File: src/rtl/xirq_pkg.sv
package xirq_pkg;

    localparam int ADDR_W = 3;

    typedef enum logic [ADDR_W-1:0] {
        ADR_ENA_SET  = 3'd0,
        ADR_ENA_CLR  = 3'd1,
        ADR_MASK     = 3'd2,
        ADR_STAT_CLR = 3'd3,
        ADR_STAT     = 3'd4,
        ADR_MODE     = 3'd5,
        ADR_EDGE     = 3'd6,
        ADR_LEVEL    = 3'd7
    } xirq_addr_e;

    typedef enum logic [1:0] {
        SENSE_FALL = 2'd0,
        SENSE_RISE = 2'd1,
        SENSE_LOW  = 2'd2,
        SENSE_HIGH = 2'd3
    } sense_e;

    typedef struct packed {
        logic ena_set;
        logic ena_clr;
        logic stat_clr;
        logic mode_wr;
        logic edge_wr;
        logic lvl_wr;
    } wr_strobe_t;

    function automatic sense_e sense_of(input logic mode_b, input logic edge_b,
                                        input logic lvl_b);
        if (mode_b) return lvl_b ? SENSE_HIGH : SENSE_LOW;
        return edge_b ? SENSE_RISE : SENSE_FALL;
    endfunction

    function automatic wr_strobe_t decode_wr(input logic we, input logic [ADDR_W-1:0] a);
        wr_strobe_t s;
        s = '0;
        if (we) begin
            case (xirq_addr_e'(a))
                ADR_ENA_SET:  s.ena_set  = 1'b1;
                ADR_ENA_CLR:  s.ena_clr  = 1'b1;
                ADR_STAT_CLR: s.stat_clr = 1'b1;
                ADR_MODE:     s.mode_wr  = 1'b1;
                ADR_EDGE:     s.edge_wr  = 1'b1;
                ADR_LEVEL:    s.lvl_wr   = 1'b1;
                default:      s = '0;
            endcase
        end
        return s;
    endfunction

endpackage

File: src/rtl/xirq_sync.sv
module xirq_sync #(
    parameter int WIDTH  = 8,
    parameter int STAGES = 2
) (
    input  logic             clk,
    input  logic             rst,
    input  logic [WIDTH-1:0] async_in,
    output logic [WIDTH-1:0] sync_out
);
    logic [WIDTH-1:0] chain [STAGES];

    always_ff @(posedge clk) begin
        if (rst) chain[0] <= '0;
        else     chain[0] <= async_in;
    end

    for (genvar s = 1; s < STAGES; s++) begin : g_stage
        always_ff @(posedge clk) begin
            if (rst) chain[s] <= '0;
            else     chain[s] <= chain[s-1];
        end
    end

    assign sync_out = chain[STAGES-1];
endmodule

File: src/rtl/xirq_sense.sv
module xirq_sense
    import xirq_pkg::*;
(
    input  logic clk,
    input  logic rst,
    input  logic smp,
    input  logic mode_b,
    input  logic edge_b,
    input  logic lvl_b,
    input  logic clr,
    output logic stat
);
    logic   prev_q;
    logic   stat_q;
    logic   rise;
    logic   fall;
    logic   stat_n;
    sense_e kind;

    assign kind = sense_of(mode_b, edge_b, lvl_b);
    assign rise = smp & ~prev_q;
    assign fall = ~smp & prev_q;

    always_comb begin
        unique case (kind)
            SENSE_RISE: stat_n = rise | (stat_q & ~clr);
            SENSE_FALL: stat_n = fall | (stat_q & ~clr);
            SENSE_HIGH: stat_n = smp;
            SENSE_LOW:  stat_n = ~smp;
            default:    stat_n = 1'b0;
        endcase
    end

    always_ff @(posedge clk) begin
        if (rst) begin
            prev_q <= 1'b0;
            stat_q <= 1'b0;
        end else begin
            prev_q <= smp;
            stat_q <= stat_n;
        end
    end

    assign stat = stat_q;
endmodule

File: src/rtl/xirq_regs.sv
module xirq_regs
    import xirq_pkg::*;
#(
    parameter int NUM_LINES = 8,
    parameter int REG_W     = 32
) (
    input  logic                 clk,
    input  logic                 rst,
    input  logic                 bus_we,
    input  logic [ADDR_W-1:0]    bus_addr,
    input  logic [REG_W-1:0]     bus_wdata,
    input  logic [NUM_LINES-1:0] stat,
    output logic [REG_W-1:0]     bus_rdata,
    output logic [NUM_LINES-1:0] mask,
    output logic [NUM_LINES-1:0] mode,
    output logic [NUM_LINES-1:0] edg,
    output logic [NUM_LINES-1:0] lvl,
    output logic [NUM_LINES-1:0] stat_clr
);
    wr_strobe_t           stb;
    logic [NUM_LINES-1:0] wd;
    logic [NUM_LINES-1:0] mask_q, mode_q, edge_q, lvl_q;
    logic                 unused_wdata;

    assign stb          = decode_wr(bus_we, bus_addr);
    assign wd           = bus_wdata[NUM_LINES-1:0];
    assign unused_wdata = ^bus_wdata;

    always_ff @(posedge clk) begin
        if (rst) begin
            mask_q <= '0;
            mode_q <= '0;
            edge_q <= '0;
            lvl_q  <= '0;
        end else begin
            if (stb.ena_set) mask_q <= mask_q | wd;
            if (stb.ena_clr) mask_q <= mask_q & ~wd;
            if (stb.mode_wr) mode_q <= wd;
            if (stb.edge_wr) edge_q <= wd;
            if (stb.lvl_wr)  lvl_q  <= wd;
        end
    end

    assign stat_clr = stb.stat_clr ? wd : '0;

    always_comb begin
        bus_rdata = '0;
        case (xirq_addr_e'(bus_addr))
            ADR_MASK:  bus_rdata = REG_W'(mask_q);
            ADR_STAT:  bus_rdata = REG_W'(stat);
            ADR_MODE:  bus_rdata = REG_W'(mode_q);
            ADR_EDGE:  bus_rdata = REG_W'(edge_q);
            ADR_LEVEL: bus_rdata = REG_W'(lvl_q);
            default:   bus_rdata = '0;
        endcase
    end

    assign mask = mask_q;
    assign mode = mode_q;
    assign edg  = edge_q;
    assign lvl  = lvl_q;
endmodule

File: src/rtl/xirq_ctrl.sv
module xirq_ctrl
    import xirq_pkg::*;
#(
    parameter int NUM_LINES   = 8,
    parameter int REG_W       = 32,
    parameter int SYNC_STAGES = 2
) (
    input  logic                 clk,
    input  logic                 rst,
    input  logic                 bus_we,
    input  logic [2:0]           bus_addr,
    input  logic [REG_W-1:0]     bus_wdata,
    output logic [REG_W-1:0]     bus_rdata,
    input  logic [NUM_LINES-1:0] ext_in,
    output logic                 irq_o
);
    logic [NUM_LINES-1:0] smp;
    logic [NUM_LINES-1:0] mask_q, mode_q, edge_q, lvl_q;
    logic [NUM_LINES-1:0] stat_clr;
    logic [NUM_LINES-1:0] stat_q;

    xirq_sync #(.WIDTH(NUM_LINES), .STAGES(SYNC_STAGES)) u_sync (
        .clk(clk), .rst(rst), .async_in(ext_in), .sync_out(smp)
    );

    xirq_regs #(.NUM_LINES(NUM_LINES), .REG_W(REG_W)) u_regs (
        .clk(clk), .rst(rst), .bus_we(bus_we), .bus_addr(bus_addr),
        .bus_wdata(bus_wdata), .stat(stat_q), .bus_rdata(bus_rdata),
        .mask(mask_q), .mode(mode_q), .edg(edge_q), .lvl(lvl_q),
        .stat_clr(stat_clr)
    );

    for (genvar i = 0; i < NUM_LINES; i++) begin : g_line
        xirq_sense u_sense (
            .clk(clk), .rst(rst), .smp(smp[i]), .mode_b(mode_q[i]),
            .edge_b(edge_q[i]), .lvl_b(lvl_q[i]), .clr(stat_clr[i]),
            .stat(stat_q[i])
        );
    end

    assign irq_o = |(stat_q & mask_q);
endmodule

File: config.mk
export PLATFORM = sky130hd
export DESIGN_NAME = xirq_ctrl
export DESIGN_NICKNAME = d
export VERILOG_FILES = /design/src/rtl/xirq_pkg.sv /design/src/rtl/xirq_sync.sv /design/src/rtl/xirq_sense.sv /design/src/rtl/xirq_regs.sv /design/src/rtl/xirq_ctrl.sv
export SDC_FILE = /design/constraint.sdc
export NUM_CORES = 1
export LEC_CHECK = 0
export ABC_CLOCK_PERIOD_IN_PS = 1200
export CAP_MARGIN = 25
export CORE_MARGIN = 3
export CORE_UTILIZATION = 28
export CTS_BUF_LIST = sky130_fd_sc_hd__clkbuf_2
export CTS_CLUSTER_DIAMETER = 120
export DETAILED_ROUTE_END_ITERATION = 8
export HOLD_SLACK_MARGIN = 0.08
export SLEW_MARGIN = 0
export SYNTH_ARGS = -nofsm -noshare
export SYNTH_HDL_FRONTEND = slang
export SYNTH_HIERARCHICAL = 1
export SYNTH_SLANG_ARGS = --single-unit
File: constraint.sdc
create_clock -name clk -period 1.2 [get_ports clk]
set_input_delay 0.18 -clock clk [delete_from_list [all_inputs] [get_ports clk]]
set_output_delay 0.18 -clock clk [all_outputs]
set_load 0.01 [all_outputs]
# [Word-level counts from Yosys, hierarchy flattened]
# Memories as Yosys holds them, arrays and structs flattened.
# Index checks and enable logic that the tools add are counted.
[classes] bitwise=70 n_eq_ne=31 n_mux=64 reduce_logical=11
[op_table] operator="8-bit 2-to-1 mux" n=5
[op_table] operator="8-bit case mux with 5 select lines" n=1
[op_table] operator="1-bit 2-to-1 mux" n=33
[op_table] operator="2-bit == test (second input constant)" n=16
[op_table] operator="2-bit 2-to-1 mux" n=16
[op_table] operator="1-bit case mux with 4 select lines" n=8
[op_table] operator="1-bit AND" n=24
[op_table] operator="1-bit inverter" n=24
[op_table] operator="1-bit OR" n=18
[op_table] operator="8-bit AND" n=2
[op_table] operator="2-bit by 1-bit == test with 1-bit output (second input constant)" n=8
[op_table] operator="2-bit zero test" n=8
[op_table] operator="3-bit == test (second input constant)" n=4
[op_table] operator="8-bit inverter" n=1
[op_table] operator="8-bit OR" n=1
[op_table] operator="8-bit OR reduction" n=1
[op_table] operator="3-bit by 2-bit == test with 1-bit output (second input constant)" n=2
[op_table] operator="6-bit 2-to-1 mux" n=1
[op_table] operator="3-bit by 1-bit == test with 1-bit output (second input constant)" n=1
[op_table] operator="3-bit zero test" n=1
[op_table] operator="2-bit nonzero test" n=1
[totals] out_inout_bits=33 mem_count=1 inputBits=46 ram_bits=16 register_bits=48 elab_cells=197
[memory_table] memory="u_sync.chain" words=2 width=8 read_ports=2 rd_ports_with_merged_regs=0 write_ports=2 line_no="xirq_sync.sv:10" source="logic [WIDTH-1:0] chain [STAGES];"

# [Logic depth before layout (Yosys ltp)]
[logic_depth] word_depth=8 mapped_depth=6 depth_no_buf=5

# [Cells and area by module]
# The synthesis kept the hierarchy.
[modules_own_cells] mod="xirq_regs" n_inst=1 cells_each=207 area_each_um2=1745.4 seq_area_each_um2=640.6
[modules_own_cells] mod="xirq_sense" n_inst=8 cells_each=10 area_each_um2=96.3 seq_area_each_um2=40.0
[modules_own_cells] mod="xirq_sync" n_inst=1 cells_each=33 area_each_um2=464.2 seq_area_each_um2=320.3
[modules_own_cells] mod="xirq_ctrl" n_inst=1 cells_each=5 area_each_um2=36.3 seq_area_each_um2=0.0

# [Worst setup path after synthesis]
# OpenSTA, ideal clock, no wires.
[synth_path] path_type="reg-to-output" start="register u_regs.mode_q[3], in the netlist u_regs/mode[3]" end="output bus_rdata[3]" path_slack_ns=0.042 arrival_ns=0.978 required_ns=1.020 path_stages_with_launch=3 n_path_buf=0 cell_sequence="dfxtp_1 -> mux4_2 -> a22o_1"
[synth_via] elab_chain_len=1
[synth_rtl] element="start: declaration" line_no="xirq_regs.sv:22" source="logic [NUM_LINES-1:0] mask_q, mode_q, edge_q, lvl_q;"
[synth_rtl] element="start signal: assignment" line_no="xirq_regs.sv:38" source="if (stb.mode_wr) mode_q <= wd;"
[synth_rtl] element="8-bit case mux with 5 select lines" line_no="xirq_regs.sv:48" source="case (xirq_addr_e'(bus_addr))"
[synth_rtl] element="end: declaration" line_no="xirq_ctrl.sv:13" source="output logic [REG_W-1:0] bus_rdata,"
# No other way between the ends.

# [Final worst setup path]
[layout_path] start="register g_line[3].u_sense.stat_q" end="output bus_rdata[3]"
[layout_via] elab_chain_len=1
[layout_rtl] element="start: declaration" line_no="xirq_sense.sv:14" source="logic stat_q;"
[layout_rtl] element="start signal: assignment" line_no="xirq_sense.sv:40" source="stat_q <= stat_n;"
[layout_rtl] element="8-bit case mux with 5 select lines" line_no="xirq_regs.sv:48"
# No other way between the ends.

==> results_dict.tcl <==
set metrics [dict create \
    drt_iter0_markers 153 \
    routed_wl_um 7850 \
    drc 0 \
    critPathTopFamily "multiplexers" \
    cp.buffers_inverters 1 \
    fin_area_mm2 0.00410 \
    firstDrtPassIters 4 \
    final_core_util 0.393 \
    grt_max_degree 19 \
    synth_most_common_cell "dfxtp_1" \
    end_kind "output pin" \
    synthCells 325 \
    grt_pass1_vias 2673 \
    ys_seq_area_frac 0.425 \
    die-area_mm2 0.0121 \
    grt_usage 0.141 \
    gr-total-overflow 0 \
    vias 2676 \
    finalClockSkew_ns 0.0150 \
    swShare 0.261 \
    worstPathArrival_ns 1.62 \
    io_pins 79 \
    die_h_um 110 \
    vias_per_cell 4.64 \
    path_max_fanout 3 \
    nets 482 \
    ff2ff_setup_slack_ns 0.14 \
    fin_crit_ns 1.80 \
    violations "negative setup slack" \
    rows 37 \
    drv_slew 0 \
    initial_core_util 0.290 \
    crit_start "g_line[3].u_sense/stat" \
    grt_pass1_wl_um 13000 \
    place_hpwl_um 5820 \
    postRouteAntennaNets 0 \
    ys_async_sr_fraction 0 \
    min_from "ext_in[6]" \
    drive_above_1_share 0.351 \
    combPwrFrac 0.141 \
    fmax_mhz 557 \
    synthTopCellsByCount "dfxtp_1 (64), nand2_1 (49), a21oi_1 (48)" \
    synth.distinct_cells 33 \
    ys_seq_elements 64 \
    cts_tree "done" \
    tritoncts.num_buffers 9 \
    cp_data_required_time_ns 1.02 \
    hold_path.class "input pin to flop" \
    clk_latency_ns 0.49 \
    cts-htree-levels 3 \
    io_buffer_count 30 \
    post-route-period-util 1.50 \
    clock_path_buffers 2 \
    core-area_mm2 0.0104 \
    r2r-start "u_regs/edg[3]" \
    syn_area_per_cell_um2 9.28 \
    path_clk_slew_ns 0.18 \
    power.density_mw_per_mm2 1050 \
    area_growth_pct 35.8 \
    critPathKind "flop to output pin" \
    antennaDiodeCount 0 \
    critPathMaxStageDelay_ns 0.44 \
    finalHoldViolCount 0 \
    start_kind "flop" \
    p_seq_frac 0.520 \
    synth_top_area_frac 0.425 \
    fin_ws_ns -0.595 \
    slowest_stage "mux4_2" \
    max-cap-violations 0 \
    ys_warn_count 6 \
    synth_edf_count 0 \
    cts_num_sinks 64 \
    switching_power_mw 1.13 \
    yosys.area.top_type "dfxtp_1" \
    place.gp.congestion 0.870 \
    cts-root-buf "clkbuf_2" \
    pwr-share-clk 0.338 \
    synth.area.top_cells "dfxtp_1 (42%), a21oi_1 (8.0%), nand2_1 (6.1%)" \
    post_dp_cell_area_mm2 0.00392 \
    peakVddDrop_v 0.000583 \
    p_int_mw 3.19 \
    synth-main-ff-cell "dfxtp_1" \
    path_cells "mux4_2 -> a22o_1 -> buf_2" \
    status "complete, but fails checks" \
    antenna_found_initial 0 \
    final-setup-viol-count 10 \
    p_leak_nw 1.81 \
    wl_per_cell_um 13.6 \
    rsz0062_at_grt "yes" \
    synth_area_mm2 0.00302 \
    dpl_worst_slack_ns -0.993 \
    die_w_um 110 \
]
-- what timing repair did --
item	4_1_cts	5_1_grt
pin swaps	6	6
endpoints found under the setup margin	41	13
hold buffers	1	0
setup buffers	4	0
cloned	0	0
gates resized for setup	58	8
endpoints found under the hold margin	2	0
-- placed cells by master, fill, tap and decap left out, types with 3 or more instances in the layout --
master,netlist,final
buf_4,24,80
nand2_1,49,49
a21oi_1,48,48
dfxtp_1,64,46
conb_1,1,24
dfxtp_2,0,18
clkdlybuf4s50_1,0,17
mux2i_1,14,14
nor2b_1,11,11
clkbuf_2,0,10
nor2_1,8,8
and3b_1,8,8
inv_1,8,8
xor2_1,8,8
a221oi_2,8,8
buf_2,3,8
and2_1,8,8
a311oi_1,8,8
o22ai_1,7,7
a21o_1,7,7
nor2b_2,7,7
and2b_2,6,6
clkinv_2,0,3
buf_6,5,3
and4b_1,3,3
-- routing by layer --
metal | track usage | share of wire | vias to the layer above | routed length, µm
met2 | 0.221 | 0.46 | 86 | 3630
met4 | 0.0525 | 0.014 | 0 | 107
met3 | 0.0370 | 0.061 | 10 | 478
met1 | 0.184 | 0.46 | 1268 | 3640
met5 | 0 | 0 | - | 0
li1 | - | - | 1312 | -
-- power groups by stage --
stage	Combinational (mW)	Clock (mW)	Sequential, mW
after detailed placement	0.598	0	2.29
after CTS	0.606	1.51	2.25
after global placement	0.587	0	2.29
after floorplan	0.341	0	2.28
after global routing	0.669	1.62	2.26
final	0.611	1.46	2.25
-- final timing paths --
| path | end | cells past startpoint |
|---|---|---|
| worst max-delay path | bus_rdata[3] | 3 |
| worst min-delay path | u_sync/chain[0][6] | 2 |
| worst max register to register | g_line[3].u_sense/stat | 4 |
| worst min register to register | u_sync/chain[1][3] | 1 |
-- layout make-up --
cell class / instances / area (µm²)
Inverter: 8 / 30.0
Multi-Input combinational cell: 238 / 1530
Sequential cell: 64 / 1300
Clock buffer: 9 / 45.0
Clock inverter: 7 / 86.3
Tap cell: 136 / 170
Fill cell: 1045 / 6320
Timing Repair Buffer: 115 / 932
-- through the flow --
step | hold slack (ns) | power, mW | std cells | TNS [ns]
CTS | 0.198 | 4.36 | 577 | -4.18
floorplan | 0.246 | 2.63 | 348 | 0
detailed placement | 0.423 | 2.89 | 556 | -33.77
finish | 0.254 | 4.32 | 577 | -3.69
global route | 0.198 | 4.54 | 577 | -4.89
global placement | 0.416 | 2.88 | 556 | -31.91
-- cells by family after synthesis --
logic type             synth area share
flip-flops                        0.425
other                           0.00124
multiplexers                     0.0539
AO/OA/AOI/OAI                     0.187
AND/OR/NAND/NOR                   0.209
buffers and inverters             0.101
XOR/XNOR                         0.0232
-- worst register-to-register path, delay by kind of cell, from the launching register on --
kind	cells	cell delay (ns)
AND/OR/NAND/NOR	1	0.16
flip-flops	1	0.38
AO/OA/AOI/OAI	2	0.32
buffers and inverters	1	0.12
(Power assumes the default switching activity.)
